--- config.mk ---
export PLATFORM = sky130hd
export DESIGN_NAME = mw_eeprom_host
export DESIGN_NICKNAME = d
export VERILOG_FILES = /design/src/rtl/mw_eeprom_host.sv
export SDC_FILE = /design/constraint.sdc
export NUM_CORES = 1
export LEC_CHECK = 0
export ABC_AREA = 0
export BUFFER_PORTS_ARGS = -buffer_cell sky130_fd_sc_hd__buf_4
export CAP_MARGIN = 40
export CORE_UTILIZATION = 53
export CTS_CLUSTER_DIAMETER = 80
export DETAILED_ROUTE_END_ITERATION = 12
export PLACE_DENSITY = 0.75
export SYNTH_ARGS = -nofsm -noshare
export SYNTH_HDL_FRONTEND = slang
export SYNTH_SLANG_ARGS = --single-unit
--- constraint.sdc ---
create_clock -name clk -period 2.3 [get_ports clk]
set_clock_uncertainty 0.1 [all_clocks]
set_input_delay 0.115 -clock clk [delete_from_list [all_inputs] [get_ports clk]]
set_output_delay 0.115 -clock clk [all_outputs]
set_load 0.02 [all_outputs]
--- src/rtl/mw_eeprom_host.sv ---
module mw_eeprom_host #(
  parameter int CLK_DIV    = 4,
  parameter int CS_GAP     = 8,
  parameter int POLL_LIMIT = 20000,
  parameter int AW         = 7,
  parameter int DW         = 16,
  parameter int CNT_W      = 8
) (
  input  logic             clk,
  input  logic             rst_n,
  input  logic             cmd_start,
  input  logic [2:0]       cmd_op,
  input  logic [AW-1:0]    cmd_addr,
  input  logic [DW-1:0]    cmd_wdata,
  input  logic [CNT_W-1:0] cmd_count,
  output logic             busy,
  output logic             done,
  output logic             timeout_err,
  output logic [DW-1:0]    rd_data,
  output logic             rd_valid,
  output logic             mw_cs,
  output logic             mw_sk,
  output logic             mw_di,
  input  logic             mw_do
);

  localparam int TMAX = (CLK_DIV > CS_GAP) ? CLK_DIV : CS_GAP;
  localparam int TW_W = $clog2(TMAX + 1);
  localparam int PL_W = $clog2(POLL_LIMIT + 1);
  localparam int HDR  = 3 + AW;
  localparam int FRM  = HDR + DW;
  localparam int TX_W = $clog2(FRM + 1);
  localparam int RB_W = $clog2(DW);
  localparam logic [TW_W-1:0] DIV_M1 = TW_W'(CLK_DIV - 1);
  localparam logic [TW_W-1:0] GAP_M1 = TW_W'(CS_GAP - 1);
  localparam logic [PL_W-1:0] PL_M1  = PL_W'(POLL_LIMIT - 1);

  typedef enum logic [2:0] {S_IDLE, S_LO, S_HI, S_GAP, S_POLL} st_t;

  st_t              st;
  logic [TW_W-1:0]  tmr;
  logic [FRM-1:0]   sh;
  logic [TX_W-1:0]  tx_left;
  logic [RB_W-1:0]  rx_bit;
  logic [DW-1:0]    rx_sh;
  logic [CNT_W-1:0] words_left;
  logic [PL_W-1:0]  poll_cnt;
  logic             rx_on, is_rd, poll_next;

  logic [1:0]       f_op;
  logic [AW-1:0]    f_adr;
  logic             f_dat, f_prog;

  always_comb begin
    f_op   = 2'b00;
    f_adr  = {2'b00, {(AW-2){1'b0}}};
    f_dat  = 1'b0;
    f_prog = 1'b0;
    case (cmd_op)
      3'd0: begin f_op = 2'b10; f_adr = cmd_addr; end
      3'd1: begin f_op = 2'b01; f_adr = cmd_addr; f_dat = 1'b1; f_prog = 1'b1; end
      3'd2: begin f_op = 2'b11; f_adr = cmd_addr; f_prog = 1'b1; end
      3'd3: begin f_adr = {2'b10, {(AW-2){1'b0}}}; f_prog = 1'b1; end
      3'd4: begin f_adr = {2'b01, {(AW-2){1'b0}}}; f_dat = 1'b1; f_prog = 1'b1; end
      3'd5: f_adr = {2'b11, {(AW-2){1'b0}}};
      default: ;
    endcase
  end

  assign busy  = (st != S_IDLE);
  assign mw_di = sh[FRM-1];

  always_ff @(posedge clk or negedge rst_n) begin
    if (!rst_n) begin
      st          <= S_IDLE;
      tmr         <= '0;
      sh          <= '0;
      tx_left     <= '0;
      rx_bit      <= '0;
      rx_sh       <= '0;
      words_left  <= '0;
      poll_cnt    <= '0;
      rx_on       <= 1'b0;
      is_rd       <= 1'b0;
      poll_next   <= 1'b0;
      done        <= 1'b0;
      timeout_err <= 1'b0;
      rd_data     <= '0;
      rd_valid    <= 1'b0;
      mw_cs       <= 1'b0;
      mw_sk       <= 1'b0;
    end else begin
      done     <= 1'b0;
      rd_valid <= 1'b0;
      case (st)
        S_IDLE: if (cmd_start) begin
          mw_cs       <= 1'b1;
          mw_sk       <= 1'b0;
          sh          <= {1'b1, f_op, f_adr, f_dat ? cmd_wdata : {DW{1'b0}}};
          tx_left     <= f_dat ? TX_W'(FRM) : TX_W'(HDR);
          rx_on       <= 1'b0;
          rx_bit      <= '0;
          is_rd       <= (cmd_op == 3'd0);
          poll_next   <= f_prog;
          words_left  <= (cmd_count == '0) ? CNT_W'(1) : cmd_count;
          timeout_err <= 1'b0;
          tmr         <= DIV_M1;
          st          <= S_LO;
        end
        S_LO: if (tmr != '0) tmr <= tmr - 1'b1;
              else begin mw_sk <= 1'b1; tmr <= DIV_M1; st <= S_HI; end
        S_HI: if (tmr != '0) tmr <= tmr - 1'b1;
        else begin
          mw_sk <= 1'b0;
          tmr   <= DIV_M1;
          st    <= S_LO;
          if (!rx_on) begin
            sh      <= {sh[FRM-2:0], 1'b0};
            tx_left <= tx_left - 1'b1;
            if (tx_left == TX_W'(1)) begin
              if (is_rd) rx_on <= 1'b1;
              else begin mw_cs <= 1'b0; tmr <= GAP_M1; st <= S_GAP; end
            end
          end else begin
            rx_sh <= {rx_sh[DW-2:0], mw_do};
            if (rx_bit == RB_W'(DW - 1)) begin
              rx_bit     <= '0;
              rd_data    <= {rx_sh[DW-2:0], mw_do};
              rd_valid   <= 1'b1;
              words_left <= words_left - 1'b1;
              if (words_left == CNT_W'(1)) begin
                mw_cs <= 1'b0; tmr <= GAP_M1; st <= S_GAP;
              end
            end else rx_bit <= rx_bit + 1'b1;
          end
        end
        S_GAP: if (tmr != '0) tmr <= tmr - 1'b1;
        else if (poll_next) begin
          mw_cs <= 1'b1; poll_next <= 1'b0; poll_cnt <= '0; st <= S_POLL;
        end else begin
          st <= S_IDLE; done <= 1'b1;
        end
        S_POLL: if (mw_do) begin
          mw_cs <= 1'b0; tmr <= GAP_M1; st <= S_GAP;
        end else if (poll_cnt == PL_M1) begin
          timeout_err <= 1'b1; mw_cs <= 1'b0; tmr <= GAP_M1; st <= S_GAP;
        end else poll_cnt <= poll_cnt + 1'b1;
        default: st <= S_IDLE;
      endcase
    end
  end

  logic            sk_prev, cs_prev;
  logic [TW_W-1:0] sk_hold, cs_hold;

  always_ff @(posedge clk or negedge rst_n) begin
    if (!rst_n) begin
      sk_prev <= 1'b0;
      cs_prev <= 1'b0;
      sk_hold <= TW_W'(CLK_DIV);
      cs_hold <= TW_W'(CS_GAP);
    end else begin
      sk_prev <= mw_sk;
      cs_prev <= mw_cs;
      if (mw_sk != sk_prev) sk_hold <= TW_W'(1);
      else if (sk_hold < TW_W'(TMAX)) sk_hold <= sk_hold + 1'b1;
      if (mw_cs != cs_prev) cs_hold <= TW_W'(1);
      else if (cs_hold < TW_W'(TMAX)) cs_hold <= cs_hold + 1'b1;
    end
  end


  sk_phase_len_chk: assert property (@(posedge clk) disable iff (!rst_n)
    (mw_sk != sk_prev) |-> (sk_hold >= TW_W'(CLK_DIV)));

  sk_needs_cs_chk: assert property (@(posedge clk) disable iff (!rst_n)
    !mw_cs |-> !mw_sk);

  di_steady_hi_chk: assert property (@(posedge clk) disable iff (!rst_n)
    (mw_sk && sk_prev) |-> $stable(mw_di));

  cs_gap_chk: assert property (@(posedge clk) disable iff (!rst_n)
    (mw_cs && !cs_prev) |-> (cs_hold >= TW_W'(CS_GAP)));

  done_idle_chk: assert property (@(posedge clk) disable iff (!rst_n)
    done |-> !busy);

  done_pulse_chk: assert property (@(posedge clk) disable iff (!rst_n)
    done |=> !done);

  rdv_in_cmd_chk: assert property (@(posedge clk) disable iff (!rst_n)
    rd_valid |-> busy);

  err_from_poll_chk: assert property (@(posedge clk) disable iff (!rst_n)
    $rose(timeout_err) |-> $past(st == S_POLL));

endmodule

==> summary.md, run 1 <==
| Metric | Value |
|---|---|
| Clock Power Share | `19.7%` |
| Synth warn | `0` |
| Fin crit share | `95.01%` |
| Core area | `0.009284 sq mm` |
| Synthesized area | `0.005096 sq mm` |
| CTS clk-pin slew, worst paths | `110 ps` |
| Nets | `673` |
| Outcome | `completed` |
| Initial antenna violation count | `0` |
| Worst slew margin | `65.64%` |
| VDD IR-drop max | `0.0005428 V` |
| Clock Sinks | `104` |
| Congestion Overflow GR | `0` |
| Clk_lat worst skew | `380 ps` |
| CTS tree | `done` |
| Post-Route WL | `11290 um` |
| Hpwl dp | `7755 um` |
| Pwr per Cell Area | `886.7 mW/mm^2` |
| Row count | `35` |
| Layout Utilization | `67.63%` |
| Sequential share of power | `48.1%` |
| Top-area cell type share of the netlist area | `51.07%` |
| Layout Cells excl Fill | `761` |
| Final setup viols | `0` |
| CTS buffer count | `9` |
| Area of the multi-input gates | `0.002317 sq mm` |
| Largest net degree at the start of global routing | `61` |
| Critical path peak fanout | `41` |
| CP arrival | `2350 ps` |
| Io pins | `61` |
| Area Overhead vs Synth | `23.20%` |
| Clock tree root buffer cell | `clkbuf_8` |
| # diodes | `0` |
| Vias per cell | `5.604` |
| Die W | `100.1 um` |
| Post-DP Area | `0.005772 sq mm` |
| Final ANT Viol Nets | `0` |
| Residual DRC | `0` |
| GR Util All Layers | `24.53%` |
| P_int | `3.490 mW` |
| Hold WS | `15.52 ps` |
| Starting DRT DRC Count | `298` |
| Count of input and output buffers | `60` |
| Critical path class | `register to register` |
| Crit end category | `register` |
| Die Y | `100.1 um` |
| Comb pwr share | `32.2%` |
| # H-tree levels | `3` |
| Net load switching power | `2.077 mW` |
| Tightest Pin Transition | `514.9 ps` |
| Post-synth EDFFs | `0` |
| First-pass DRT Iterations | `5` |
| Final instance area | `0.006279 sq mm` |
| Register area | `0.002603 sq mm` |
| WL/cell | `14.84 um` |
| Post-synth net total | `578` |
| Synth top area cells | `dfrtp_1 (51%), nand2_1 (7.4%), o21ai_0 (4.9%), mux2_2 (4.0%), a22oi_1 (3.2%)` |
| Initial Util | `54.89%` |
| F_max | `457.6 MHz` |
| WP data required | `2460 ps` |
| Setup Fix Bufs, Post-CTS | `0` |
| Fin Setup TNS | `0 ps` |
| Post-synthesis sequential area ratio | `51.07%` |
| Synth area leader | `dfrtp_1` |
| RSZ-0062 raised after global routing | `false` |
| Startpoint types | `register` |
| RePlAce Congestion | `0.8990` |
| Slew Viols, Final | `0` |
| Mapped Cells | `532` |
| Sw Ratio | `37.30%` |
| CTS Buffer Depth | `2` |
| Ys async rst share | `100.0%` |
| Fin crit period | `2185 ps` |
| Synth cell types | `62` |
| Hold Vio Cnt, Final | `0` |
| FF-to-FF path depth | `7` |
| Vias in the first global route | `4195` |
| #FFs+latches synth | `104` |
| Placed cells | `715` |
| Ratio of cells with drive above 1 in the final layout | `21.20%` |
| First-pass GRT wire length | `19340 um` |
| Via count | `4265` |
| Hold WC Path Type | `input port to async pin` |
| Fill cell count | `765` |
| Maxcap violations | `0` |
| Die ar. | `0.01001 sq mm` |
| Post-synth top flop | `dfrtp_1` |
| Pleak | `2.959 nW` |
| Syn_area_per_cell | `9.579 sq um` |
==> through the flow <==
stage                     power [mW]  worst slack, ps
final                          5.567            114.7
after global routing           5.973            6.038
after CTS                      5.575            56.12
after detailed placement       4.432            88.73
after global placement         4.334            141.7
after floorplan                3.860            180.4
==> area by class of cell <==
class,count,area share [%]
tap,129,2.571
multi-input combinational,383,36.91
timing repair buffer,116,15.27
clock buffer,9,1.973
inverter,13,0.7772
clock inverter,7,1.056
sequential,104,41.45
==> cells in the mapped netlist (4+ instances only) <==
cell and n:
a21oi_1 21, a22oi_1 22, and3_1 6, buf_2 7, clkbuf_1 18, dfrtp_1 104, ha_1 8, inv_1 13
mux2_2 18, nand2_1 100, nand3_1 13, nand4_1 7, nor2_1 28, nor3_1 18, nor4_1 6, o211ai_1 7
o21ai_0 50, o22ai_1 4, o2bb2ai_1 4, or3_1 5, xnor2_1 4, xor2_1 9
==> worst paths after layout <==
kind                                                  to         startpoint  slack [ps]
worst max-delay path              tx_left[0]$_DFFE_PN0P_  st[1]$_DFFE_PN0P_         110
worst min-delay path            poll_cnt[11]$_DFFE_PN0P_              rst_n          20
worst max register to register    tx_left[0]$_DFFE_PN0P_  st[1]$_DFFE_PN0P_         110
worst min register to register         sh[3]$_DFFE_PN0P_  sh[3]$_DFFE_PN0P_         390
max in group asynchronous              is_rd$_DFFE_PN0P_              rst_n        1410
min in group clk                       is_rd$_DFFE_PN0P_          cmd_op[1]          30
==> cell families after synthesis <==
| logic type | count (synthesis) | share of synthesized area, % |
|---|---|---|
| flip-flops | 104 | 51.07 |
| AND/OR/NAND/NOR | 209 | 19.81 |
| AO/OA/AOI/OAI | 134 | 16.87 |
| XOR/XNOR | 13 | 2.234 |
| buffers and inverters | 45 | 3.879 |
| adder cells (fa/ha/maj) | 8 | 1.964 |
| multiplexers | 19 | 4.174 |
==> worst max-delay path: stages, from the launching register on <==
cell,delay (ps)
dfrtp_1,480
buf_4,240
nand4bb_1,130
buf_4,190
o22ai_1,250
nand2_1,120
buf_4,250
mux2_2,300
==> registers in the layout, summed over array words and instances (netlist names), 3 cells and up <==
name,count
poll_cnt,15
rd_data,16
rx_bit,4
rx_sh,15
sh,26
st,3
tmr,4
tx_left,5
words_left,8
==> cell usage in the layout, fill, tap and decap left out, types with 3 or more instances in the layout <==
cell type,synthesis,routed
inv_1,13,13
nand3_1,13,13
and3_1,6,6
a21oi_1,21,21
clkbuf_8,0,9
a31oi_1,3,3
xor2_1,9,9
nor3_1,18,18
dlygate4sd3_1,0,30
o21ai_0,50,50
or3_1,5,5
nand2_1,100,99
nor4_1,6,6
a22oi_1,22,22
buf_4,1,85
o2bb2ai_1,4,4
o22ai_1,4,4
ha_1,8,8
a211oi_1,3,3
nand4_1,7,7
nor2_1,28,28
dfrtp_1,104,104
xnor2_1,4,4
o211ai_1,7,7
mux2_2,18,18
==> power by group through the flow <==
stage	Sequential [mW]	Clock (mW)	Combinational, mW
detailed placement	2.70	0	1.73
finish	2.68	1.10	1.79
floorplan	2.60	0	1.26
global placement	2.67	0	1.66
global route	2.74	1.21	2.03
CTS	2.67	1.13	1.78
==> layer usage <==
| metal | part of all wire (%) | track usage [%] | wire length (um) | up-vias |
|---|---|---|---|---|
| met5 | 0 | 0 | 0 | - |
| met4 | 1.4 | 9.253 | 155 | 0 |
| met3 | 3.2 | 5.223 | 356 | 15 |
| met2 | 51 | 41.33 | 5805 | 98 |
| met1 | 44 | 31.25 | 4974 | 2076 |
| li1 | - | - | - | 2076 |
==> timing repair <==
action | 4_1_cts | 5_1_grt
hold buffers | 30 | 0
setup endpoints to repair | 0 | 35
resized for setup | 0 | 3
hold endpoints to repair | 134 | 0
(Power assumes the default switching activity.)
==> inputs of run 2 (changes only) <==
--- a/config.mk
+++ b/config.mk
@@ -12,6 +12,7 @@
 export CTS_CLUSTER_DIAMETER = 80
 export DETAILED_ROUTE_END_ITERATION = 12
 export PLACE_DENSITY = 0.75
+export REMOVE_ABC_BUFFERS = 1
 export SYNTH_ARGS = -nofsm -noshare
 export SYNTH_HDL_FRONTEND = slang
 export SYNTH_SLANG_ARGS = --single-unit
==> run 2 against run 1 <==
Against the previous run: worst hold slack worse by 2.5 ps; worst setup slack better by 55 ps; sequential power about the same; die area unchanged; clock power down 4%; sequential share of layout area up 0.20 points; clock-buffer cell count up 1; non-clock buffer count unchanged; cell count unchanged; combinational power about the same; fmax up 2.6%; highest routed layer unchanged.
==> summary.md, run 2 (same netlist as run 1, synthesis figures left out) <==
| Metric | Value |
|---|---|
| Clock Sinks | `104 (unchanged)` |
| Die Y | `100.1 um (unchanged)` |
| Met1 WL | `4880 um (-1.9%)` |
| Crit end category | `register` |
| Worst Setup SP | `tmr[0]$_DFFE_PN0P_` |
| CTS-repair resized insts | `0 (unchanged)` |
| Die W | `100.1 um (unchanged)` |
| Regs by FF count | `sh x26, rd_data x16` |
| Met2 WL post-DR | `5455 um (-6.0%)` |
| Fin crit period | `2130 ps (-55.00 ps)` |
| RSZ-0062 raised after global routing | `false` |
| Starting DRT DRC Count | `200 (-33%)` |
| Final setup viols | `0 (unchanged)` |
| Pwr per Cell Area | `883.6 mW/mm^2 (-0.34%)` |
| R2R Path Start | `tmr[0]$_DFFE_PN0P_` |
| Vias in the first global route | `4139 (-1.3%)` |
| Initial antenna violation count | `0 (unchanged)` |
| Register area | `0.002603 sq mm (unchanged)` |
| Clk_lat worst skew | `360 ps (-20 ps)` |
| Congestion Overflow GR | `0 (unchanged)` |
| Hold WC Path Type | `input port to register` |
| VDD IR-drop max | `0.0005384 V (-0.80%)` |
| Critical path's slowest cell | `dfrtp_1` |
| Worst reg2reg setup slack | `170 ps (+50 ps)` |
| Slew Viols, Final | `0 (unchanged)` |
| CTS clk-pin slew, worst paths | `100 ps (about the same)` |
| RePlAce Congestion | `0.9209 (+2.4%)` |
| CTS tree | `done` |
| Die ar. | `0.01001 sq mm (unchanged)` |
| Tightest Pin Transition | `412.7 ps (-102.2 ps)` |
| WP data required | `2430 ps (-30 ps)` |
| CTS buffer count | `9 (unchanged)` |
| Post-Route WL | `10930 um (-3.2%)` |
| Pleak | `2.955 nW (-0.15%)` |
| Core area | `0.009284 sq mm (unchanged)` |
| Total power | `5.521 mW (-0.82%)` |
| Worst slew margin | `72.27% (+6.6 points)` |
| Io pins | `61 (unchanged)` |
| Count of input and output buffers | `60 (unchanged)` |
| Hold WS | `13.02 ps (-2.506 ps)` |
| Area Overhead vs Synth | `22.61%` |
| Place WS | `201.2 ps (+112.4 ps)` |
| Area of the multi-input gates | `0.002301 sq mm (-0.70%)` |
| CTS Buffer Depth | `2 (unchanged)` |
| Reg with most FFs | `sh` |
| Met3 routed WL | `463 um (+30%)` |
| Clock tree root buffer cell | `clkbuf_8` |
| Ratio of cells with drive above 1 in the final layout | `21.04% (-0.16 points)` |
| GR Util All Layers | `23.69% (-0.84 points)` |
| Critical path peak fanout | `51 (+24%)` |
| F_max | `469.4 MHz (+2.6%)` |
| CP arrival | `2260 ps (-90 ps)` |
| Final worst slack | `169.7 ps (+55.00 ps)` |
| Crit-path cells | `inv_1 -> ha_1 -> nand4bb_1 -> o22ai_1 -> nand2_1 -> buf_4 -> nand2_1 -> o21ai_0` |
| Startpoint types | `register` |
| Fin crit share | `92.62% (-2.4 points)` |
| Final ANT Viol Nets | `0 (unchanged)` |
| Highest Signal Layer | `met4` |
| Max FFs per register | `26 (unchanged)` |
| Via count | `4236 (-0.68%)` |
| Post-DP Area | `0.005779 sq mm (+0.13%)` |
| Hold Vio Cnt, Final | `0 (unchanged)` |
| Nets | `673 (unchanged)` |
| # H-tree levels | `3 (unchanged)` |
| Slowest cell delay on critical path | `410 ps (-70 ps)` |
| Vias per cell | `5.566 (-0.68%)` |
| Final instance area | `0.006248 sq mm (-0.48%)` |
| Largest net degree at the start of global routing | `55 (-9.8%)` |
| Commonest cells after routing, fill and taps aside | `dfrtp_1 (104), nand2_1 (100), buf_4 (86)` |
| Cell mode on critical path | `nand2_1` |
| # diodes | `0 (unchanged)` |
| Most common cell after layout, fill and taps aside | `dfrtp_1` |
| Hpwl dp | `7350 um (-5.2%)` |
| Outcome | `completed` |
| WL/cell | `14.36 um (-3.2%)` |
| First-pass DRT Iterations | `5 (unchanged)` |
| Initial Util | `54.89% (unchanged)` |
| First-pass GRT wire length | `18730 um (-3.1%)` |
| Maxcap violations | `0 (unchanged)` |
| Residual DRC | `0 (unchanged)` |
| Fill cell count | `762 (-0.39%)` |
| Fin Setup TNS | `0 ps (unchanged)` |
| Critical path class | `register to register` |
| Worst Hold Launch | `cmd_op[1]` |
| Row count | `35 (unchanged)` |
## run 2: cell types whose count changed in the layout (fill, tap and decap cells not counted)
cell | previous run | this run
dlygate4sd3_1 | 30 | 29
nand2_1 | 99 | 100
clkbuf_1 | 0 | 1
nor3b_4 | 1 | 0
nand2_2 | 1 | 0
clkinv_8 | 1 | 0
clkinvlp_4 | 2 | 1
inv_6 | 2 | 3
o21ai_2 | 0 | 1
nor3b_2 | 0 | 1
o21ai_4 | 1 | 0
buf_4 | 85 | 86
## run 2: per-stage QoR
| step | utilization [%] | cells |
|---|---|---|
| after global routing | 67.30 | 761 |
| after floorplan | - | 500 |
| after global placement | 62.17 | 715 |
| after CTS | 67.30 | 761 |
| final | 67.30 | 761 |
| after detailed placement | 62.25 | 716 |
## run 2: worst max-delay path: cells and delay by family (launching register included)
kind	cells	cell delay, ps
AO/OA/AOI/OAI	2	400
buffers and inverters	2	390
flip-flops	1	410
AND/OR/NAND/NOR	3	500
adder cells (fa/ha/maj)	1	190
## run 2: cell type report
type,count,area share [%]
Sequential cell,104,41.65
Multi-Input combinational cell,383,36.82
Timing Repair Buffer,116,15.30
Tap cell,129,2.583
Clock buffer,10,2.042
Clock inverter,6,0.8210
Inverter,13,0.7809
## run 2: metal layers
metal,vias up,global-route usage (%)
met5,-,0
met4,0,6.912
met3,11,5.014
met2,104,40.48
met1,2042,30.59
li1,2079,-
## run 2: final timing paths
kind,endpoint,cells past startpoint
hold / removal,is_rd$_DFFE_PN0P_,3
max in group asynchronous,sh[21]$_DFFE_PN0P_,3
hold reg to reg,sh[15]$_DFFE_PN0P_,2
setup reg to reg,sh[1]$_DFFE_PN0P_,8
setup / recovery,sh[1]$_DFFE_PN0P_,8
min in group asynchronous,poll_cnt[13]$_DFFE_PN0P_,2
## run 2: report_power, final
part	total [mW]	switching, mW	leakage, nW	internal (mW)
clock network	1.06	0.650	0.0879	0.410
logic	1.79	1.01	1.49	0.780
registers	2.67	0.386	1.37	2.29
## run 2: repair_timing
action | CTS | global route
endpoints found under the hold margin | 133 | 0
hold buffers | 29 | 0
buffers inserted | 0 | 0
==> inputs of run 3 (changes only) <==
--- a/config.mk
+++ b/config.mk
@@ -11,6 +11,7 @@
 export CORE_UTILIZATION = 53
 export CTS_CLUSTER_DIAMETER = 80
 export DETAILED_ROUTE_END_ITERATION = 12
+export MAX_ROUTING_LAYER = met4
 export PLACE_DENSITY = 0.75
 export REMOVE_ABC_BUFFERS = 1
 export SYNTH_ARGS = -nofsm -noshare
==> run 3 against run 2 <==
Against the previous run: clock power is essentially flat; sequential share of layout area did not move; die area stayed put; sequential cell count unchanged; sequential power is essentially flat; fmax is 0.26% higher; register-to-register slack is essentially flat; cell area unchanged; combinational power barely moved; worst setup slack improved by 5.5 ps; critical path type unchanged; largest cell class unchanged; largest power group unchanged.
==> summary.md, run 3 (same netlist as run 1, synthesis figures left out) <==
| Metric | Value |
|---|---|
| Fin crit period | `2125 ps (-5.468 ps)` |
| # H-tree levels | `3 (unchanged)` |
| Hold Crit Depth | `3 (unchanged)` |
| Largest net degree at the start of global routing | `55 (unchanged)` |
| Die Y | `100.1 um (unchanged)` |
| Placed cells | `716 (unchanged)` |
| Die W | `100.1 um (unchanged)` |
| Starting DRT DRC Count | `186 (-7.0%)` |
| Total power | `5.516 mW (-0.11%)` |
| Final ANT Viol Nets | `0 (unchanged)` |
| Worst slew margin | `71.89% (-0.39 points)` |
| First-pass GRT wire length | `18770 um (+0.19%)` |
| CTS Buffer Depth | `2 (unchanged)` |
| Clock Sinks | `104 (unchanged)` |
| WP data required | `2450 ps (+20 ps)` |
| Congestion Overflow GR | `0 (unchanged)` |
| Crit end category | `register` |
| Area Overhead vs Synth | `22.61% (unchanged)` |
| Ratio of cells with drive above 1 in the final layout | `21.04% (unchanged)` |
| Fill cell count | `762 (unchanged)` |
| CTS-repair resized insts | `0 (unchanged)` |
| Regs by FF count | `sh x26, rd_data x16` |
| Startpoint types | `register` |
| Residual DRC | `0 (unchanged)` |
| Row count | `35 (unchanged)` |
| RSZ-0062 raised after global routing | `false` |
| Initial antenna violation count | `0 (unchanged)` |
| Critical path class | `register to register` |
| RePlAce Congestion | `0.9371 (+1.8%)` |
| Fin crit share | `92.39% (-0.24 points)` |
| Die ar. | `0.01001 sq mm (unchanged)` |
| Io pins | `61 (unchanged)` |
| Hold WC Path Type | `input port to register` |
| Via count | `4249 (+0.31%)` |
| Layout Cells excl Fill | `761 (unchanged)` |
| CP arrival | `2270 ps (about the same)` |
| Most common cell after layout, fill and taps aside | `dfrtp_1` |
| Post-Route WL | `10940 um (+0.13%)` |
| Commonest cells after routing, fill and taps aside | `dfrtp_1 (104), nand2_1 (100), buf_4 (86)` |
| FF-to-FF path depth | `6 (-2)` |
| Hpwl dp | `7350 um (unchanged)` |
| Final setup viols | `0 (unchanged)` |
| F_max | `470.6 MHz (+0.26%)` |
| Outcome | `completed` |
| Vias in the first global route | `4145 (+0.14%)` |
| Vias per cell | `5.583 (+0.31%)` |
| CTS clk-pin slew, worst paths | `100 ps (about the same)` |
| Clk_lat worst skew | `360 ps (about the same)` |
| Count of input and output buffers | `60 (unchanged)` |
| Critical path peak fanout | `8 (-84%)` |
| WL/cell | `14.38 um (+0.13%)` |
| # diodes | `0 (unchanged)` |
| Initial Util | `54.89% (unchanged)` |
| Tightest Pin Transition | `419.9 ps (+7.137 ps)` |
| Slew Viols, Final | `0 (unchanged)` |
| Maxcap violations | `0 (unchanged)` |
| Clock tree root buffer cell | `clkbuf_8` |
| Hold Vio Cnt, Final | `0 (unchanged)` |
| VDD IR-drop max | `0.0005372 V (-0.22%)` |
| First-pass DRT Iterations | `5 (unchanged)` |
| Max FFs per register | `26 (unchanged)` |
| Reg with most FFs | `sh` |
| Core area | `0.009284 sq mm (unchanged)` |
| Pwr per Cell Area | `882.7 mW/mm^2 (-0.11%)` |
| Nets | `673 (unchanged)` |
| Pleak | `2.955 nW (unchanged)` |
| GR Util All Layers | `24.45% (+0.76 points)` |
| CTS buffer count | `9 (unchanged)` |
| CTS tree | `done` |
==> run 3: repair_timing <==
action / 4_1_cts / 5_1_grt
endpoints found under the hold margin: 133 / 0
setup buffers: 0 / 0
hold buffers: 29 / 0
setup endpoints to repair: 0 / 0
==> run 3: through the flow <==
step	worst slack [ps]	hold slack, ps	area (sq um)	utilization, %	TNS, ps
3_5_place_dp	201.2	-87.04	5779	62.25	0
2_1_floorplan	-2407	-280.6	4947	-	-151610
6_report	175.1	13.50	6248	67.30	0
4_1_cts	192.5	3.955	6248	67.30	0
3_3_place_gp	222.4	-90.82	5772	62.17	0
5_1_grt	32.84	52.84	6248	67.30	0
==> run 3: final cells by class <==
type	count	area [sq um]	area share, %
clock buffers	10	127.6	2.042
clock inverters	6	51.30	0.8210
inverters	13	48.80	0.7809
multi-input cells	383	2301	36.82
flip-flops and latches	104	2603	41.65
well taps	129	161.4	2.583
repair buffers	116	955.9	15.30
==> run 3: final timing paths <==
check,endpoint,startpoint,slack [ps]
hold reg to reg,rx_sh[14]$_DFFE_PN0P_,rx_sh[14]$_DFFE_PN0P_,390
min in group asynchronous,poll_cnt[13]$_DFFE_PN0P_,rst_n,60
max in group asynchronous,done$_DFF_PN0_,rst_n,1330
setup reg to reg,sh[25]$_DFFE_PN0P_,tmr[0]$_DFFE_PN0P_,180
setup / recovery,sh[25]$_DFFE_PN0P_,tmr[0]$_DFFE_PN0P_,180
hold / removal,is_rd$_DFFE_PN0P_,cmd_op[1],10
==> run 3: worst max-delay path: stages (launching register included) <==
cell     delay (ps)
dfrtp_1         410
inv_1            90
ha_1            190
or3b_2          560
nor3_1          370
mux2i_1         230
nand2_1          80
==> run 3: power by group <==
part,internal (mW),total (mW),switching (mW)
clock network,0.410,1.06,0.646
logic,0.780,1.79,1.01
registers,2.29,2.67,0.387
total,3.48,5.52,2.04
==> run 3: metal layers <==
metal | global-route usage [%] | vias up | share of wire, %
met2 | 40.58 | 115 | 50
li1 | - | 2081 | -
met5 | - | - | 0
met3 | 5.014 | 12 | 4.9
met1 | 30.59 | 2041 | 44
met4 | 6.912 | 0 | 1.0
